`src/rtl/wpi_pkg.sv`:
```
package wpi_pkg;
    localparam int CHK_W    = 8;
    localparam int REG_W    = 32;
    localparam int PAT_LSB  = 16;
    localparam int WB_BIT   = 24;
    localparam int TRIG_BIT = 28;

    typedef enum logic [1:0] {
        INJ_IDLE  = 2'd0,
        INJ_ARMED = 2'd1,
        INJ_LIVE  = 2'd2
    } inj_state_e;

    typedef struct packed {
        logic [CHK_W-1:0] pattern;
        logic             wb;
    } inj_cfg_t;

    function automatic inj_cfg_t unpack_cfg(input logic [REG_W-1:0] w);
        inj_cfg_t c;
        c.pattern = w[PAT_LSB +: CHK_W];
        c.wb      = w[WB_BIT];
        return c;
    endfunction

    function automatic logic [REG_W-1:0] pack_cfg(input inj_cfg_t c, input logic pend);
        logic [REG_W-1:0] w;
        w = '0;
        w[PAT_LSB +: CHK_W] = c.pattern;
        w[WB_BIT]           = c.wb;
        w[TRIG_BIT]         = pend;
        return w;
    endfunction
endpackage

```
`src/rtl/wpi_ctrl.sv`:
```
module wpi_ctrl
    import wpi_pkg::*;
(
    input  logic             clk,
    input  logic             rst,
    input  logic             cfg_wr,
    input  logic [REG_W-1:0] cfg_wdata,
    output logic [REG_W-1:0] cfg_rdata,
    input  logic             wq_busy,
    input  logic             fire,
    output logic             live,
    output inj_cfg_t         cfg
);
    inj_state_e state;

    always_ff @(posedge clk) begin
        if (rst) begin
            state <= INJ_IDLE;
            cfg   <= '0;
        end else begin
            if (fire) begin
                state <= INJ_IDLE;
            end else if (state == INJ_ARMED && !wq_busy) begin
                state <= INJ_LIVE;
            end
            if (cfg_wr) begin
                cfg   <= unpack_cfg(cfg_wdata);
                state <= cfg_wdata[TRIG_BIT] ? INJ_ARMED : INJ_IDLE;
            end
        end
    end

    assign live      = (state == INJ_LIVE);
    assign cfg_rdata = pack_cfg(cfg, state != INJ_IDLE);

    AST_LIVE_AFTER_IDLE: assert property (@(posedge clk) disable iff (rst)
        $rose(live) |-> !$past(wq_busy)) else $error("live while busy");

    AST_TRIG_CLEARS: assert property (@(posedge clk) disable iff (rst)
        (fire && !cfg_wr) |=> !cfg_rdata[TRIG_BIT]) else $error("trigger stuck");
endmodule

```
`src/rtl/wpi_corrupt.sv`:
```
module wpi_corrupt
    import wpi_pkg::*;
#(
    parameter int DATA_W = 64
) (
    input  logic                    clk,
    input  logic                    rst,
    input  logic                    in_valid,
    input  logic [DATA_W+CHK_W-1:0] in_word,
    input  logic                    live,
    input  inj_cfg_t                cfg,
    output logic                    fire,
    output logic                    out_valid,
    output logic [DATA_W+CHK_W-1:0] out_word,
    output logic                    out_inj,
    output logic                    out_wb
);
    localparam int WORD_W = DATA_W + CHK_W;

    logic [WORD_W-1:0] flip;

    assign fire = live && in_valid;

    assign flip[DATA_W-1:0] = '0;
    for (genvar i = 0; i < CHK_W; i++) begin : g_chk
        assign flip[DATA_W+i] = fire && cfg.pattern[i];
    end

    always_ff @(posedge clk) begin
        if (rst) begin
            out_valid <= 1'b0;
            out_word  <= '0;
            out_inj   <= 1'b0;
            out_wb    <= 1'b0;
        end else begin
            out_valid <= in_valid;
            out_inj   <= fire;
            out_wb    <= fire && cfg.wb;
            if (in_valid) begin
                out_word <= in_word ^ flip;
            end
        end
    end

    AST_DATA_KEPT: assert property (@(posedge clk) disable iff (rst)
        out_valid |-> out_word[DATA_W-1:0] == $past(in_word[DATA_W-1:0])) else $error("data bits altered");

    AST_CLEAN_PASS: assert property (@(posedge clk) disable iff (rst)
        (out_valid && !out_inj) |-> out_word == $past(in_word)) else $error("clean word altered");

    AST_WB_QUAL: assert property (@(posedge clk) disable iff (rst)
        out_wb |-> out_inj) else $error("writeback without fault");

    AST_INJ_VALID: assert property (@(posedge clk) disable iff (rst)
        out_inj |-> out_valid) else $error("fault marker without word");
endmodule

```
`src/rtl/wpath_ecc_injector.sv`:
```
module wpath_ecc_injector
    import wpi_pkg::*;
#(
    parameter int DATA_W = 64
) (
    input  logic                    clk,
    input  logic                    rst,
    input  logic                    cfg_wr,
    input  logic [REG_W-1:0]        cfg_wdata,
    output logic [REG_W-1:0]        cfg_rdata,
    input  logic                    wq_busy,
    input  logic                    in_valid,
    input  logic [DATA_W+CHK_W-1:0] in_word,
    output logic                    out_valid,
    output logic [DATA_W+CHK_W-1:0] out_word,
    output logic                    out_inj,
    output logic                    out_wb
);
    logic     fire;
    logic     live;
    inj_cfg_t cfg;

    wpi_ctrl u_ctrl (
        .clk       (clk),
        .rst       (rst),
        .cfg_wr    (cfg_wr),
        .cfg_wdata (cfg_wdata),
        .cfg_rdata (cfg_rdata),
        .wq_busy   (wq_busy),
        .fire      (fire),
        .live      (live),
        .cfg       (cfg)
    );

    wpi_corrupt #(.DATA_W(DATA_W)) u_corrupt (
        .clk       (clk),
        .rst       (rst),
        .in_valid  (in_valid),
        .in_word   (in_word),
        .live      (live),
        .cfg       (cfg),
        .fire      (fire),
        .out_valid (out_valid),
        .out_word  (out_word),
        .out_inj   (out_inj),
        .out_wb    (out_wb)
    );

    AST_ONE_SHOT: assert property (@(posedge clk) disable iff (rst)
        out_inj |-> !(out_inj && $past(out_inj) && !$past(cfg_wr, 2))) else $error("two faults from one trigger");
endmodule

```
`config.mk`:
```
export PLATFORM = sky130hd
export DESIGN_NAME = wpath_ecc_injector
export DESIGN_NICKNAME = d
export VERILOG_FILES = /design/src/rtl/wpi_pkg.sv /design/src/rtl/wpi_ctrl.sv /design/src/rtl/wpi_corrupt.sv /design/src/rtl/wpath_ecc_injector.sv
export SDC_FILE = /design/constraint.sdc
export NUM_CORES = 1
export LEC_CHECK = 0
export ABC_AREA = 1
export BUFFER_PORTS_ARGS = -buffer_cell sky130_fd_sc_hd__buf_2
export CAP_MARGIN = 5
export CORE_AREA = 10 10 106 108
export DETAILED_ROUTE_END_ITERATION = 16
export DIE_AREA = 0 0 116 118
export PLACE_DENSITY_LB_ADDON = 0.2
export SETUP_SLACK_MARGIN = 0.05
export SYNTH_ARGS = -nofsm -noshare
export SYNTH_HDL_FRONTEND = slang
export SYNTH_SLANG_ARGS = --single-unit
export TNS_END_PERCENT = 10
```
`constraint.sdc`:
```
create_clock -name clk -period 0.9 [get_ports clk]
set_input_delay 0.135 -clock clk [delete_from_list [all_inputs] [get_ports clk]]
set_output_delay 0.135 -clock clk [all_outputs]
set_load 0.005 [all_outputs]
```
Word-level counts from Yosys, hierarchy flattened
Index checks and enable logic that the tools add are counted.

Register bits: 86. Output and inout bits: 107. Bits of input ports: 109. Word-level logic and storage cells: 28.

Reductions and logical operators: 14. Mux-type cells: 4. Equality and inequality tests: 2. Bitwise gates (word level): 1.

Operator list (count): 72-bit XOR (1); 1-bit logical AND (11); 2-bit 2-to-1 mux (3); 3-bit nonzero test (1); 2-bit by 1-bit == test with 1-bit output (second input constant) (1); 2-bit == test (second input constant) (1); 2-bit nonzero test (1); 1-bit logical NOT (1); 1-bit 2-to-1 mux (1).

Logic depth before layout (Yosys ltp)
Depth in word-level cells: 5. Mapped depth: 7. Mapped depth without buffers: 6.

Cells and area by module
Synthesis repeated with hierarchy kept, for this count alone.

Cells, all modules: 441. Area total of the unflattened synthesis: 3504.6 µm².

By module, submodules not included: wpi_corrupt (instances 1, area an instance 2825.2 µm², cells each 356, sequential area each 1501.4 µm²); wpi_ctrl (instances 1, area an instance 679.4 µm², cells each 85, sequential area each 220.2 µm²).

Worst setup path before layout
OpenSTA, ideal clock, no wires.

Kind: reg2reg. From: register u_ctrl.state[0]. To: register u_ctrl.state[1]. Path buffers: 0. Library setup time: 0.079 ns. Required time: 0.821 ns. Cell stages (with the launch flop): 5. Period minus slack after synthesis: 0.911 ns. Setup slack: -0.011 ns. Arrival time: 0.832 ns. Path through: dfxtp_1 inv_4 nand2_2 nand3_2 a211oi_2.

Word-level cells in the longest chain between the ends: 4. Elaborated cells between the ends (all ways): 7. Classes of those cells: 2 x eq/ne; 2 x mux; 3 x reduce/logical.

RTL lines: from (decl) (line wpi_ctrl.sv:14) `inj_state_e state;`; from (signal assigned) (line wpi_ctrl.sv:28) `state <= cfg_wdata[TRIG_BIT] ? INJ_ARMED : INJ_IDLE;`; 2-bit == test (line wpi_ctrl.sv:33) `assign live = (state == INJ_LIVE);`; 1-bit logical AND (line wpi_corrupt.sv:22) `assign fire = live && in_valid;`; 2-bit 2-to-1 mux (line wpi_ctrl.sv:21) `if (fire) begin`; 2-bit 2-to-1 mux (line wpi_ctrl.sv:26) `if (cfg_wr) begin`.

Several ways; a longest one is shown, not always the timed one. A chain may end at the register's enable or synchronous reset.

Worst setup path after layout
From: register u_ctrl.state[1]. To: output port cfg_rdata[28].

Word-level cells in the longest chain between the ends: 1.

RTL lines: 2-bit nonzero test (line wpi_ctrl.sv:34) `assign cfg_rdata = pack_cfg(cfg, state != INJ_IDLE);`; to (decl) (line wpath_ecc_injector.sv:10) `output logic [REG_W-1:0] cfg_rdata,`.

Every way passes these cells.

==> flow_metrics.py <==
metrics = {
    "drt": {
        "dr.first_iter.drc_count": 254,
        "detail_route.first_pass.iterations": 4,
        "routed_wirelength_mm": 11.00,
        "drt_antenna_net_count": 0,
        "vias_per_instance": 4.518,
        "drc_violations": 0,
        "route.vias.total": 3470,
        "routedWlPerCell_um": 14.32,
    },
    "clock_tree": {
        "cts_made_buffers": 9,
        "clkSlewWorstSetupHoldPaths_ns": 0.09,
        "cts_buffer_depth": 2,
        "clock_insertion_delay_worst_skew_ns": 0.34,
        "cts_max_level": 3,
        "clock_root_buffer": "clkbuf_8",
        "numClockSinks": 86,
        "cts_tree": "done",
    },
    "synth": {
        "post-synth-top-area-cell": "dfxtp_1",
        "post_synth_instance_area_um2": 3408,
        "number_of_warnings_printed_during_yosys_synthesis": 0,
        "synth.ff_latch_count": 86,
        "synth_top_cells_by_area": "dfxtp_1, nor2_1, o21ai_0",
        "synth_sequential_area_ratio_pct": 50.51,
        "yosysTopAreaCellShare_pct": 50.51,
        "synthesis.area_per_instance_um2": 7.642,
        "post_synth_inst_count": 446,
        "yosysUniqueCellTypes": 24,
    },
    "final_layout": {
        "num-nets-final": 762,
        "area_growth_syn_to_layout_pct": 59.69,
        "commonest_cells_after_routing_fill_and_taps_aside": "nor2_1, buf_2, dfxtp_2",
        "utilization_after_layout_pct": 59.75,
        "mostFrequentLayoutCell": "nor2_1",
        "area_taken_by_multi_input_logic_gates_um2": 1348,
        "filler_cell_count": 840,
        "seqCellArea_um2": 1833,
        "num_antenna_cells": 0,
        "drive_gt1_share_pct": 47.49,
    },
    "setup_path": {
        "path_common_cell": "buf_6",
        "crit_start": "u_ctrl.state[1]",
        "critical_path_depth": 4,
        "worst_setup_path_start_kind": "flip-flop",
        "regToRegEndpoint": "u_corrupt.out_word[71]",
        "critical-path-max-stage-delay_ns": 0.35,
        "crit_arrival_ns": 1.00,
        "cp_num_buf_inv": 3,
        "maximum_fanout_along_the_worst_path": 2,
        "timing.rr.start": "u_ctrl.state[1]",
        "setup.worst_path.end": "cfg_rdata[28]",
        "reg2reg_slack_ns": -0.16,
        "worst-setup-path-type": "reg -> out",
        "worst-r2r-cell-count": 7,
        "timing.critical_path.required_ns": 0.76,
        "critical_path.top_delay_family": "flip-flops",
        "timing.critical_path.to_type": "output port",
        "timing.critical_path.slowest_stage_cell": "dfxtp_4",
        "cp_cell_sequence": "buf_6, inv_4, nand2_4, buf_6",
    },
    "placement": {
        "dp.final_hpwl_mm": 7.830,
        "place.gp.congestion": 0.7932,
        "pre_cts_ws_ns": -0.08298,
        "io_buffer_count": 171,
    },
    "sta": {
        "finClkSkew_ns": 0.01349,
        "postLayoutSetupSlackWorst_ns": -0.2311,
        "grt_setup_unrepaired": "true",
        "time_the_final_worst_path_needs_with_i_o_delays_and_setup_ns": 1.131,
        "maxSlewViolCount": 0,
        "hold_viol": 0,
        "min_period_over_period_pct": 125.7,
        "report.final.setup_viol": 84,
        "fmax_mhz": 884.1,
        "final.setup.tns_ns": -2.340,
    },
    "floorplan": {
        "std_cell_core_area_um2": 9109,
        "die_w_um": 116,
        "rows": 35,
        "die_height_um": 118,
        "start_util_pct": 37.42,
        "design.die.area_um2": 13690,
        "io_pins": 216,
    },
    "power_and_ir_drop": {
        "ir_drop_mv": 0.7365,
        "p_leak_nw": 2.692,
        "power_per_cell_area_nw_per_um2": 1560,
    },
    "global_routing": {
        "grt_max_degree": 51,
        "track_usage_pct": 15.02,
        "grt_first_pass_wirelength_mm": 17.05,
        "total_overflow_reported_by_the_global_router": 0,
        "antenna_found_initial": 0,
        "grt_pass1_vias": 3434,
    },
    "outcome": {
        "violated_checks": "negative setup slack",
        "status": "complete, but fails checks",
    },
    "worst_hold_path": {
        "min-delay-path-class": "in -> reg",
    },
    "flow_run": {
        "cap_violations": 0,
    },
}
[synth_stat cells (all sizes together)]
master	count
nand2	19
nor3	1
a211oi	1
nand3	17
clkbuf	8
dfxtp	86
nor2	165
nand4	8
buf	43
inv	21
conb	1
a21oi	1
o21ai	75
[metrics by stage]
step	hold slack, ns	power, W	cells	area [µm²]
2_1_floorplan	0.2178	0.004880	467	3493
3_3_place_gp	0.3392	0.005416	718	4375
3_5_place_dp	0.3403	0.005446	718	4375
4_1_cts	0.0006918	0.008490	766	5270
5_1_grt	0.007598	0.008921	768	5443
6_report	0.01837	0.008489	768	5443
[metal layers]
layer	global-route usage [%]	wire length [µm]	part of all wire [%]	vias up
met3	5.556	1163	11	13
met4	5.634	186	1.7	0
met1	16.85	4381	40	1537
met2	25.05	5268	48	140
met5	0	0	0	-
li1	-	-	-	1780
[state kept, by name, indices dropped and copies added, names as in the netlist]
register and flops:
u_corrupt.out_word 72, u_ctrl.cfg 9, u_ctrl.state 2, u_corrupt.out_inj 1
u_corrupt.out_valid 1, u_corrupt.out_wb 1
[worst min-delay path by stage]
stage	startpoint	to	cells past startpoint
floorplan	wq_busy	u_ctrl.state[1]	1
global placement	wq_busy	u_ctrl.state[1]	2
detailed placement	wq_busy	u_ctrl.state[1]	2
global route	in_word[9]	u_corrupt.out_word[9]	3
CTS	in_word[32]	u_corrupt.out_word[32]	3
finish	in_word[41]	u_corrupt.out_word[41]	3
[worst min-delay path, stage by stage]
cell and delay, ns:
buf_2 0.08, nor2_1 0.03, nor2_1 0.08
[kinds of logic after synthesis]
logic type | share of synthesized area [%]
AND/OR/NAND/NOR | 25.29
flip-flops | 50.51
other | 0.1100
buffers and inverters | 12.56
AO/OA/AOI/OAI | 11.53
[cell type report]
type / count / area share (%)
clock inverter: 3 / 0.8276
inverter: 21 / 1.586
tap: 111 / 2.552
multi-input combinational: 309 / 24.76
clock buffer: 12 / 2.667
sequential: 86 / 33.68
timing repair buffer: 226 / 33.93
[report_power, final]
part	switching (W)	internal (W)	total [W]
logic	0.000662	0.000880	0.00154
registers	0.000169	0.00411	0.00428
clock network	0.00132	0.00135	0.00267
total	0.00215	0.00634	0.00849
[what timing repair did]
item                       4_1_cts  5_1_grt
resized for setup              128       34
buffers inserted                11        2
hold buffers                    22        0
setup endpoints to repair       95      101
pin swaps                        2        0
hold endpoints to repair        22        0
(Power assumes the default switching activity.)
